## src/rtl/hs_ctrl_pkg.sv

```systemverilog
package hs_ctrl_pkg;

  typedef enum logic [2:0] {
    C2_IN_FALL      = 3'b000,
    C2_IN_FALL_KEEP = 3'b001,
    C2_IN_RISE      = 3'b010,
    C2_IN_RISE_KEEP = 3'b011,
    C2_HANDSHAKE    = 3'b100,
    C2_PULSE        = 3'b101,
    C2_DRIVE_LO     = 3'b110,
    C2_DRIVE_HI     = 3'b111
  } c2_mode_e;

endpackage

```

## src/rtl/line_sync.sv

```systemverilog
module line_sync #(
  parameter int STAGES = 2,
  parameter int WIDTH  = 2
) (
  input  logic             clk,
  input  logic             rst_n,
  input  logic [WIDTH-1:0] din,
  output logic [WIDTH-1:0] dout
);

  logic [WIDTH-1:0] stage_q [STAGES];

  genvar gi;
  generate
    for (gi = 0; gi < STAGES; gi++) begin : g_stage
      if (gi == 0) begin : g_first
        always_ff @(posedge clk or negedge rst_n) begin
          if (!rst_n) stage_q[gi] <= '0;
          else        stage_q[gi] <= din;
        end
      end else begin : g_next
        always_ff @(posedge clk or negedge rst_n) begin
          if (!rst_n) stage_q[gi] <= '0;
          else        stage_q[gi] <= stage_q[gi-1];
        end
      end
    end
  endgenerate

  assign dout = stage_q[STAGES-1];

endmodule

```

## src/rtl/edge_pick.sv

```systemverilog
module edge_pick (
  input  logic clk,
  input  logic rst_n,
  input  logic lvl,
  input  logic rise_sel,
  output logic hit
);

  logic prev_q;

  always_ff @(posedge clk or negedge rst_n) begin
    if (!rst_n) prev_q <= 1'b0;
    else        prev_q <= lvl;
  end

  always_comb begin
    if (rise_sel) hit = lvl & ~prev_q;
    else          hit = ~lvl & prev_q;
  end

endmodule

```

## src/rtl/c2_driver.sv

```systemverilog
module c2_driver
  import hs_ctrl_pkg::*;
(
  input  logic     clk,
  input  logic     rst_n,
  input  c2_mode_e mode,
  input  logic     access_any,
  input  logic     access_hs,
  input  logic     c1_hit,
  output logic     c2_out,
  output logic     c2_oe
);

  logic hs_low_q,    hs_low_d;
  logic pulse_low_q, pulse_low_d;
  logic hs_mode, pulse_mode;

  assign hs_mode    = (mode == C2_HANDSHAKE);
  assign pulse_mode = (mode == C2_PULSE);

  always_comb begin
    hs_low_d = hs_low_q;
    if (!hs_mode)       hs_low_d = 1'b0;
    else if (access_hs) hs_low_d = 1'b1;
    else if (c1_hit)    hs_low_d = 1'b0;
    pulse_low_d = pulse_mode & access_any;
  end

  always_ff @(posedge clk or negedge rst_n) begin
    if (!rst_n) begin
      hs_low_q    <= 1'b0;
      pulse_low_q <= 1'b0;
    end else begin
      hs_low_q    <= hs_low_d;
      pulse_low_q <= pulse_low_d;
    end
  end

  always_comb begin
    c2_oe = mode[2];
    unique case (mode)
      C2_HANDSHAKE: c2_out = ~hs_low_q;
      C2_PULSE:     c2_out = ~pulse_low_q;
      C2_DRIVE_LO:  c2_out = 1'b0;
      default:      c2_out = 1'b1;
    endcase
  end

  // an active C1 edge without a new trigger releases the handshake
  p_hs_release_r6: assert property (@(posedge clk) disable iff (!rst_n)
    (hs_mode && c1_hit && !access_hs) |=> !hs_low_q);

  // the strobe lasts one cycle unless a new access arrives
  p_pulse_one_r8: assert property (@(posedge clk) disable iff (!rst_n)
    (pulse_low_q && !access_any) |=> !pulse_low_q);

endmodule

```

## src/rtl/port_ctl_lines.sv

```systemverilog
module port_ctl_lines
  import hs_ctrl_pkg::*;
#(
  parameter int SYNC_STAGES   = 2,
  parameter bit HS_WRITE_ONLY = 1'b0
) (
  input  logic       clk,
  input  logic       rst_n,
  input  logic [3:0] ctrl,
  input  logic       c1_in,
  input  logic       c2_in,
  input  logic       port_rd,
  input  logic       port_wr,
  input  logic [1:0] flag_clr,
  output logic       c1_flag,
  output logic       c2_flag,
  output logic       c2_out,
  output logic       c2_oe
);

  localparam int LINES = 2;

  c2_mode_e         mode;
  logic [LINES-1:0] lines_s;
  logic             c1_hit, c2_hit;
  logic             access_any, access_hs;
  logic             c2_is_in, c2_keep;
  logic             c1_flag_q, c1_flag_d;
  logic             c2_flag_q, c2_flag_d;

  assign mode       = c2_mode_e'(ctrl[3:1]);
  assign c2_is_in   = ~ctrl[3];
  assign c2_keep    = ctrl[1];
  assign access_any = port_rd | port_wr;

  generate
    if (HS_WRITE_ONLY) begin : g_hs_wr
      assign access_hs = port_wr;
    end else begin : g_hs_any
      assign access_hs = access_any;
    end
  endgenerate

  line_sync #(.STAGES(SYNC_STAGES), .WIDTH(LINES)) u_sync (
    .clk  (clk),
    .rst_n(rst_n),
    .din  ({c2_in, c1_in}),
    .dout (lines_s)
  );

  edge_pick u_c1_edge (
    .clk     (clk),
    .rst_n   (rst_n),
    .lvl     (lines_s[0]),
    .rise_sel(ctrl[0]),
    .hit     (c1_hit)
  );

  edge_pick u_c2_edge (
    .clk     (clk),
    .rst_n   (rst_n),
    .lvl     (lines_s[1]),
    .rise_sel(ctrl[2]),
    .hit     (c2_hit)
  );

  // flag next state: a new edge takes priority over any clear
  always_comb begin
    c1_flag_d = c1_flag_q;
    if (c1_hit)                          c1_flag_d = 1'b1;
    else if (access_any || flag_clr[1])  c1_flag_d = 1'b0;

    c2_flag_d = c2_flag_q;
    if (c2_hit && c2_is_in)                          c2_flag_d = 1'b1;
    else if (flag_clr[0] || (access_any && !c2_keep)) c2_flag_d = 1'b0;
  end

  always_ff @(posedge clk or negedge rst_n) begin
    if (!rst_n) begin
      c1_flag_q <= 1'b0;
      c2_flag_q <= 1'b0;
    end else begin
      c1_flag_q <= c1_flag_d;
      c2_flag_q <= c2_flag_d;
    end
  end

  assign c1_flag = c1_flag_q;
  assign c2_flag = c2_flag_q;

  c2_driver u_drv (
    .clk       (clk),
    .rst_n     (rst_n),
    .mode      (mode),
    .access_any(access_any),
    .access_hs (access_hs),
    .c1_hit    (c1_hit),
    .c2_out    (c2_out),
    .c2_oe     (c2_oe)
  );

  // an active C1 edge always lands in the flag
  p_c1_set_r2: assert property (@(posedge clk) disable iff (!rst_n)
    c1_hit |=> c1_flag);

  // a port access without a simultaneous edge clears the C1 flag
  p_c1_clear_r3: assert property (@(posedge clk) disable iff (!rst_n)
    (c1_flag && access_any && !c1_hit) |=> !c1_flag);

  // keep modes hold the C2 flag until the explicit clear
  p_c2_keep_r5: assert property (@(posedge clk) disable iff (!rst_n)
    (c2_flag && c2_is_in && c2_keep && !flag_clr[0]) |=> c2_flag);

  // output modes never raise the C2 flag
  p_out_noflag_r10: assert property (@(posedge clk) disable iff (!rst_n)
    (!c2_is_in && !c2_flag) |=> !c2_flag);

endmodule

```

## config.mk

```make
export PLATFORM = sky130hd
export DESIGN_NAME = port_ctl_lines
export DESIGN_NICKNAME = d
export VERILOG_FILES = /design/src/rtl/hs_ctrl_pkg.sv /design/src/rtl/line_sync.sv /design/src/rtl/edge_pick.sv /design/src/rtl/c2_driver.sv /design/src/rtl/port_ctl_lines.sv
export SDC_FILE = /design/constraint.sdc
export NUM_CORES = 1
export LEC_CHECK = 0
export BUFFER_PORTS_ARGS = -buffer_cell sky130_fd_sc_hd__buf_2
export CAP_MARGIN = 10
export CORE_AREA = 2 2 39 41
export CTS_CLUSTER_SIZE = 10
export DETAILED_ROUTE_END_ITERATION = 8
export DIE_AREA = 0 0 41 43
export PLACE_DENSITY = 0.55
export SYNTH_ARGS = -nofsm -noshare
export SYNTH_HDL_FRONTEND = slang
export SYNTH_SLANG_ARGS = --single-unit
```

## constraint.sdc

```tcl
create_clock -name clk -period 1.37 [get_ports clk]
set_input_delay 0.274 -clock clk [delete_from_list [all_inputs] [get_ports clk]]
set_output_delay 0.274 -clock clk [all_outputs]
set_load 0.02 [all_outputs]
```

==> results.md, run 1 <==
* Status: finished, final reports clean
* Die Footprint at between 1500 and 2000 um2
* Die Height at around 43 um
* # H-tree levels at 1
* Worst clock skew at between 0.0002 and 0.0003 ns
* Final critical-path required period at between 1 and 1.5 ns
* Worst setup path end: c2_out
* Reg2reg start: u_c1_edge.prev_q
* Achievable Freq at about 800 MHz
* Pins Over Slew Limit at 0
* Final setup vio count at 0
* Setup TNS Final at 0 ns
* Fin crit share at between 90 and 100%
* Via count at roughly 280
* IO Pins at 16
* Drt wl/cell at a little over 9 um
* Max Cap Viol at 0
* DRT iter0 DRCs at 2
* RSZ-0062 raised after global routing: no
* Syn Area/Cell at ~12 um2
* Crit-path cells: nor2_1 > o22ai_1 > nand2_1 > buf_2
* Slowest stage cell on the critical path: dfrtp_1
* Worst ir drop on vdd at about 0.0005 V
* Synth Net Count at 42
* Synthesis Warnings at 0
* Yosys top cell by area: dfrtp_1
* Static leakage at ~0.24 nW
* GRT Overall Usage at 7.86%
* Sink Count at 10
* Crit path depth at 4
* Final Hold Viols at 0
* Total gr overflow at 0
* Reg-to-reg slack, setup at 0.26 ns
* Crit path from: u_drv.hs_low_q
* Worst EP required at 1.10 ns
* Nets at just over 60
* CTS buffer count at 3
* Commonest non-fill, non-tap cell in the layout: buf_2
* #FFs+latches synth at 10
* WS Path Type: flop to output pin
* Largest net degree at the start of global routing at 11
* Critical R2R Capture: u_drv.hs_low_q
* RD Place Congestion at just under 0.6
* WP buf/inv at 1
* CP max FO at 2
* Placed Cells at 60
* Final instance area at between 400 and 500 um2
* TritonCTS clock tree: done
* First-pass GRT wire length at 869 um
* Vias in the first global route at roughly 230
* Commonest cells after routing, fill and taps aside: 15 x buf_2, 10 x dfrtp_1, 3 x nor2_1, 3 x clkbuf_4
* Non-filler cells in the finished layout at 64
* Top cells by area, synth: dfrtp_1 67%, a2111oi_2 4.0%, nand3b_1 4.0%, nor2_1 3.0%, nand3_1 2.7%
* DRC at 0
* Crit start category: flop
* DP Worst Slack at between 0.2 and 0.3 ns
* FP Rows at 14
* Initial Util at 27.0%
* Area grow syn2layout at 32.1%
* # diodes at 0
* CP delay by family, top: flip-flops
* PortBufs at 15
* Post-DRT Antenna Nets at 0
* Post-Route WL at a little under 600 um
* Root buf cell: clkbuf_4
* CTS clk-pin slew, worst paths at approximately 0.060 ns
* Synth top area share at between 60% and 70%
* Placed cell areas at 462 um2
* Worst Tran Pin Value at slightly below 0.3 ns
* Core ar. at approximately 1400 um2
* Syn Inst Count at 30
* Chip width at slightly above 40 um
* Fin util at roughly 36%
* Vias/cell at between 4 and 5
* Drt first pass iters at 4
* Post-synthesis sequential area ratio at between 60% and 70%
* Worst skew pair latency at 0.26 ns
* Initial antenna violation count at 0
* Ratio of cells with drive above 1 in the final layout at 39.6%
* Final WS setup at between 0.09 and 0.1 ns
* Clk buf depth at 2
* Max-slew headroom at slightly above 80%
* Mapped Area at about 370 um2
* Crit-path max cell delay at 0.38 ns
* Worst EP arrival at 1.00 ns
* Hold crit path type: input pin to flop
* Critical Path End Type: output pin
* Netlist cell types at 15
* R2R cell count at 3
* P per Cell Area at approximately 1200 nW/um2
sequential cells by signal, indices dropped and copies added (netlist names):
signal,cells
c1_flag,1
c2_flag,1
u_c1_edge.prev_q,1
u_c2_edge.prev_q,1
u_drv.hs_low_q,1
u_drv.pulse_low_q,1
u_sync.dout,2
u_sync.stage_q,2
kinds of logic after synthesis:
logic type	synth area share (%)
simple gates	20.4
flops	66.9
buf+inv	3.01
compound gates	9.70
area by class of cell:
| type | instances | area (um2) |
|---|---|---|
| Tap cell | 16 | 20.0 |
| Multi-Input combinational cell | 18 | 113 |
| Sequential cell | 10 | 250 |
| Timing Repair Buffer | 16 | 85.1 |
| Inverter | 1 | 3.75 |
| Clock buffer | 3 | 22.5 |
| Fill cell | 148 | 890 |
through the flow:
stage | total power [W] | hold WS (ns)
3_3_place_gp | 0.000384 | 0.143
6_report | 0.000571 | 0.119
2_1_floorplan | 0.000352 | -0.0216
3_5_place_dp | 0.000385 | 0.143
5_1_grt | 0.000608 | 0.101
4_1_cts | 0.000584 | 0.109
cell usage after synthesis:
library cell  count
dfrtp_1          10
a21oi_1           1
or3b_1            1
nand3_1           2
nor2b_1           1
and3b_1           1
nor4b_1           1
nand3b_1          2
buf_4             1
o21ai_0           2
nand2_1           2
a2111oi_2         1
o22ai_1           1
inv_1             1
nor2_1            3
power breakdown:
part	internal [W]	total (W)	leakage, nW	switching, W
registers	0.000311	0.000317	0.123	0.00000627
logic	0.0000286	0.0000630	0.104	0.0000343
clock network	0.000101	0.000191	0.0138	0.0000897
total	0.000440	0.000571	0.241	0.000130
per-layer routing:
metal	global-route usage [%]	share of wire [%]	wire length (um)	vias to the layer above
met5	0	0	0	-
met2	9.69	42	243	13
met3	1.57	10	61	2
met4	10.0	1.4	8	0
met1	9.49	46	271	126
li1	-	-	-	142
worst min path at each step:
| stage | startpoint | endpoint | cells past startpoint |
|---|---|---|---|
| floorplan | rst_n | c1_flag | 0 |
| global placement | rst_n | u_sync.stage_q[3] | 1 |
| detailed placement | rst_n | u_sync.stage_q[3] | 1 |
| CTS | c1_in | u_sync.stage_q[2] | 1 |
| global route | c1_in | u_sync.stage_q[2] | 1 |
| finish | c2_in | u_sync.stage_q[3] | 1 |
repair_timing:
| item | 4_1_cts | 5_1_grt |
|---|---|---|
| buffers inserted | 0 | 0 |
| gates resized for setup | 0 | 0 |
| hold endpoints to repair | 10 | 0 |
| hold buffers | 1 | 0 |
Note: power is estimated with default switching activity, not from simulation.
==> inputs of run 2 (changes only) <==
- CORE_AREA: 2 2 39 41 -> 10 10 47 49
- DIE_AREA: 0 0 41 43 -> 0 0 57 59
- PLACE_DENSITY: 0.55 -> not set
- PLACE_DENSITY_LB_ADDON: not set -> 0.3
==> run 2 against run 1 <==
Clock power shrank 4%. Critical path depth is the same. Register-to-register slack gained 0.02 ns. Design area is the same. Total power shrank 0.94%. Non-clock buffer count is the same. Final cell count is the same.
==> results.md, run 2 (synthesized netlist as in run 1, its figures left out) <==
* Net switching power at 0.000125 W
* Worst EP arrival at 1.00 ns
* Die Footprint at 3360 um2
* Comb pwr share at between 10% and 20%
* Sink Count at 10
* Area grow syn2layout at 32.1%
* Post-DRT Antenna Nets at 0
* Achievable Freq at ~800 MHz
* First-pass GRT wire length at ~1300 um
* # H-tree levels at 1
* Max Cap Viol at 0
* CTS clk-pin slew, worst paths at ~0.06 ns
* Clk pwr share at 32.6%
* Vias/cell at approximately 4.5
* Status: finished, final reports clean
* Chip width at around 57 um
* Post-Route WL at 742 um
* # diodes at 0
* Die Height at approximately 60 um
* Flop pwr share at a little under three fifths
* RD Place Congestion at between 0.6 and 0.7
* TritonCTS clock tree: done
* Multi-input gate area at ~110 um2
* Hold crit path type: input pin to flop
* Fin crit share at ~93%
* Non-filler cells in the finished layout at 64
* Register Area at between 200 and 300 um2
* Nets at 62
* Switching Share at between 20 and 25%
* Crit start category: flop
* Vias in the first global route at ~330
* Initial Util at between 20% and 30%
* Placed Cells at 60
* CTS buffer count at 3
* Final Hold Slack at approximately 0.12 ns
* Placed cell areas at roughly 460 um2
* DRC at 0
* Drt wl/cell at between 10 and 15 um
* Final setup vio count at 0
* Critical Path End Type: output pin
* CP max FO at 2
* Initial antenna violation count at 0
* Static leakage at around 0.24 nW
* Largest net degree at the start of global routing at 11
* Commonest cells after routing, fill and taps aside: 15 x buf_2, 10 x dfrtp_1, 3 x nor2_1, 3 x clkbuf_4
* Worst ir drop on vdd at between 0.0004 and 0.0005 V
* Worst EP required at ~1.1 ns
* Core ar. at 1400 um2
* Setup TNS Final at 0 ns
* Worst Tran Pin Value at 0.307 ns
* IO Pins at 16
* Fin util at between 30% and 40%
* FP Rows at 14
* Total gr overflow at 0
* GRT Overall Usage at 5.02%
* Ratio of cells with drive above 1 in the final layout at 39.6%
* Root buf cell: clkbuf_4
* P per Cell Area at between 1000 and 1500 nW/um2
* Pins Over Slew Limit at 0
* Final instance area at 494 um2
* Clk buf depth at 2
* Commonest non-fill, non-tap cell in the layout: buf_2
* Final Hold Viols at 0
* Worst clock skew at about 0.00011 ns
* Worst skew pair latency at about 0.25 ns
* Max-slew headroom at between 70% and 80%
* Drt first pass iters at 3
* Final critical-path required period at approximately 1.3 ns
* Fill count at roughly 160
* PortBufs at 15
* RSZ-0062 raised after global routing: no
* DRT iter0 DRCs at 2
* WS Path Type: flop to output pin
* Pint at between 0.0004 and 0.0005 W
* Via count at a little under 300
## run 2: cell counts in the layout (fill, tap and decap cells not counted)
No cell type changed its count.
## run 2: layout make-up
| class | count | share of cell area, % |
|---|---|---|
| multi-input cells | 18 | 22.8 |
| inverters | 1 | 0.759 |
| flip-flops and latches | 10 | 50.6 |
| clock buffers | 3 | 4.56 |
| repair buffers | 16 | 17.2 |
| well taps | 16 | 4.05 |
## run 2: per-layer routing
metal	part of all wire [%]	track usage, %
met3	10	2.79
met1	40	4.51
met4	0	5.03
met2	49	7.75
met5	0	0
## run 2: worst max-delay path, stage by stage (launching register included)
cell     delay, ns
dfrtp_1       0.37
nor2_1        0.09
o22ai_1       0.08
nand2_1       0.06
buf_2         0.15
## run 2: timing repair
item | 4_1_cts | 5_1_grt
hold endpoints to repair | 10 | 0
resized for setup | 0 | 0
hold buffers | 1 | 0
setup buffers | 0 | 0
setup endpoints to repair | 0 | 0
## run 2: metrics by stage
step,setup WS (ns),power [W]
2_1_floorplan,0.329,0.000352
3_3_place_gp,0.265,0.000386
3_5_place_dp,0.247,0.000387
4_1_cts,0.0729,0.000584
5_1_grt,0.0257,0.000605
6_report,0.0998,0.000565
## run 2: worst paths after layout
kind / endpoint / from / cells after the start / slack [ns]
worst min-delay path: u_sync.stage_q[3] / c2_in / 1 / 0.12
worst max register to register: u_drv.hs_low_q / u_sync.dout[0] / 3 / 0.28
worst min register to register: u_sync.dout[1] / u_sync.stage_q[3] / 0 / 0.35
worst max-delay path: c2_out / u_drv.hs_low_q / 4 / 0.1
max in group asynchronous: c1_flag / rst_n / 2 / 0.78
min in group asynchronous: u_sync.stage_q[3] / rst_n / 2 / 0.40
## run 2: power groups by stage
stage               Combinational [W]  Clock [W]  Sequential (W)
global route                0.0000720   0.000214        0.000319
finish                      0.0000639   0.000184        0.000317
floorplan                   0.0000242          0        0.000327
detailed placement          0.0000640          0        0.000323
global placement            0.0000637          0        0.000322
CTS                         0.0000661   0.000200        0.000318
==> inputs of run 3 (changes only) <==
- CELL_PAD_IN_SITES_DETAIL_PLACEMENT: not set -> 1
- CELL_PAD_IN_SITES_GLOBAL_PLACEMENT: not set -> 1
==> run 3 against run 2 <==
Die area did not move. Critical path depth did not move. First-iteration DRC count fell by 100%. Core utilization rose by 2.0 points. Count of clock-buffer cells in the layout rose by 1. Sequential power barely moved. Fmax fell by 2.1%. Clock skew barely moved. Wire length rose by 17%. Global-route usage rose by 0.96 points. Via count rose by 6.9%. Clock power rose by 39%.
==> results.md, run 3 (synthesized netlist as in run 1, its figures left out) <==
* Final Hold Slack at roughly 0.12 ns
* Initial Util at a little over a quarter
* Vias in the first global route at approximately 340
* Vias/cell at about 4.7
* Worst EP required at approximately 1.1 ns
* Hold path cells at 1
* Die Height at 59 um
* PortBufs at 15
* CTS buffer count at 3
* Max Cap Viol at 0
* Nets at 63
* Fill count at ~170
* Fin util at about 37%
* Reg2reg start: u_c1_edge.prev_q
* Worst skew pair latency at between 0.2 and 0.3 ns
* Area grow syn2layout at 39.5%
* Final Hold Viols at 0
* GRT Overall Usage at 5.98%
* Post-Route WL at approximately 870 um
* # H-tree levels at 1
* Via count at around 310
* Pins Over Slew Limit at 0
* DP Worst Slack at 0.179 ns
* Core ar. at 1400 um2
* Total gr overflow at 0
* WS Path Type: flop to output pin
* Root buf cell: clkbuf_4
* Non-filler cells in the finished layout at 66
* Reg-to-reg slack, setup at about 0.20 ns
* # diodes at 0
* Hold EP: u_sync.stage_q[2]
* Static leakage at between 0.2 and 0.3 nW
* Initial antenna violation count at 0
* Status: finished, final reports clean
* DRT iter0 DRCs at 0
* Crit start category: flop
* Worst Tran Pin Value at 0.302 ns
* RD Place Congestion at around 0.68
* Drt wl/cell at 13.2 um
* Max-slew headroom at 79.8%
* Critical R2R Capture: u_drv.hs_low_q
* Register Area at 250 um2
* P per Cell Area at around 1200 nW/um2
* Final WS setup at roughly 0.072 ns
* R2R cell count at 3
* Hold Path Origin: c1_in
* Achievable Freq at slightly below 800 MHz
* RSZ-0062 raised after global routing: yes
* Commonest cells after routing, fill and taps aside: 14 x buf_2, 10 x dfrtp_1, 3 x nor2_1, 3 x clkbuf_4
* Die Footprint at about 3400 um2
* Tot Pwr at 0.000642 W
* Drt first pass iters at 1
* Worst clock skew at approximately 0.00021 ns
* Critical Path End Type: output pin
* Multi-input gate area at ~110 um2
* DRC at 0
* CTS clk-pin slew, worst paths at about 0.060 ns
* CP max FO at 2
* Final setup vio count at 0
* FP Rows at 14
* Post-DRT Antenna Nets at 0
* TritonCTS clock tree: done
* Commonest non-fill, non-tap cell in the layout: buf_2
* Final critical-path required period at 1.30 ns
* Ratio of cells with drive above 1 in the final layout at a little over two fifths
* Fin crit share at a little over nine tenths
* First-pass GRT wire length at between 1500 and 2000 um
* Sink Count at 10
* Clk buf depth at 2
* Hold crit path type: input pin to flop
* Worst EP arrival at between 1 and 1.5 ns
* IO Pins at 16
* Largest net degree at the start of global routing at 11
* Placed Cells at 60
* Chip width at between 50 and 60 um
* Crit path from: u_drv.hs_low_q
* Worst ir drop on vdd at about 0.0007 V
## run 3: cell types whose count changed in the layout (fill, tap and decap cells not counted), sizes merged
cell	change
buf	+1
clkbuf	+1
## run 3: metrics by stage
step / setup TNS (ns) / instance area (um2)
after floorplan: 0 / 374
after global placement: 0 / 462
after detailed placement: 0 / 462
after CTS: 0 / 508
after global routing: -0.0211 / 522
final: 0 / 522
## run 3: worst max path at each step
stage	slack, ns	endpoint	cells after the start
3_5_place_dp	0.18	u_drv.hs_low_q	3
3_3_place_gp	0.27	u_drv.hs_low_q	3
6_report	0.07	c2_out	4
4_1_cts	0.05	c2_out	4
5_1_grt	-0.02	c2_out	4
2_1_floorplan	0.33	u_drv.hs_low_q	3
## run 3: layer usage
layer / wire (um) / track usage, % / share of wire, % / up-vias
li1: - / - / - / 143
met1: 338 / 5.61 / 39 / 156
met2: 457 / 9.77 / 53 / 10
met3: 74 / 3.43 / 8.5 / 0
met4: 0 / 4.03 / 0 / 0
met5: 0 / 0 / 0 / -
## run 3: report_power, final
group | switching (W) | internal [W] | total (W)
Sequential | 0.00000669 | 0.000311 | 0.000317
Combinational | 0.0000379 | 0.0000316 | 0.0000695
Clock | 0.0000940 | 0.000161 | 0.000255
Total | 0.000139 | 0.000503 | 0.000642
## run 3: what timing repair did
item                                    CTS  global route
hold buffers                              1             0
buffers inserted                          0             1
endpoints found under the hold margin    10             0
gates resized for setup                   0             2
endpoints found under the setup margin    0             1
## run 3: area by class of cell
cell class,count,share of cell area (%)
Multi-Input combinational cell,18,21.6
Sequential cell,10,48.0
Timing Repair Buffer,17,18.9
Clock buffer,4,6.95
Inverter,1,0.719
Tap cell,16,3.84
## run 3: worst max-delay path: stages, from the launching register on
cell     delay, ns
dfrtp_1       0.35
nor2_1        0.05
o22ai_1       0.15
nand2_1       0.08
buf_6         0.13
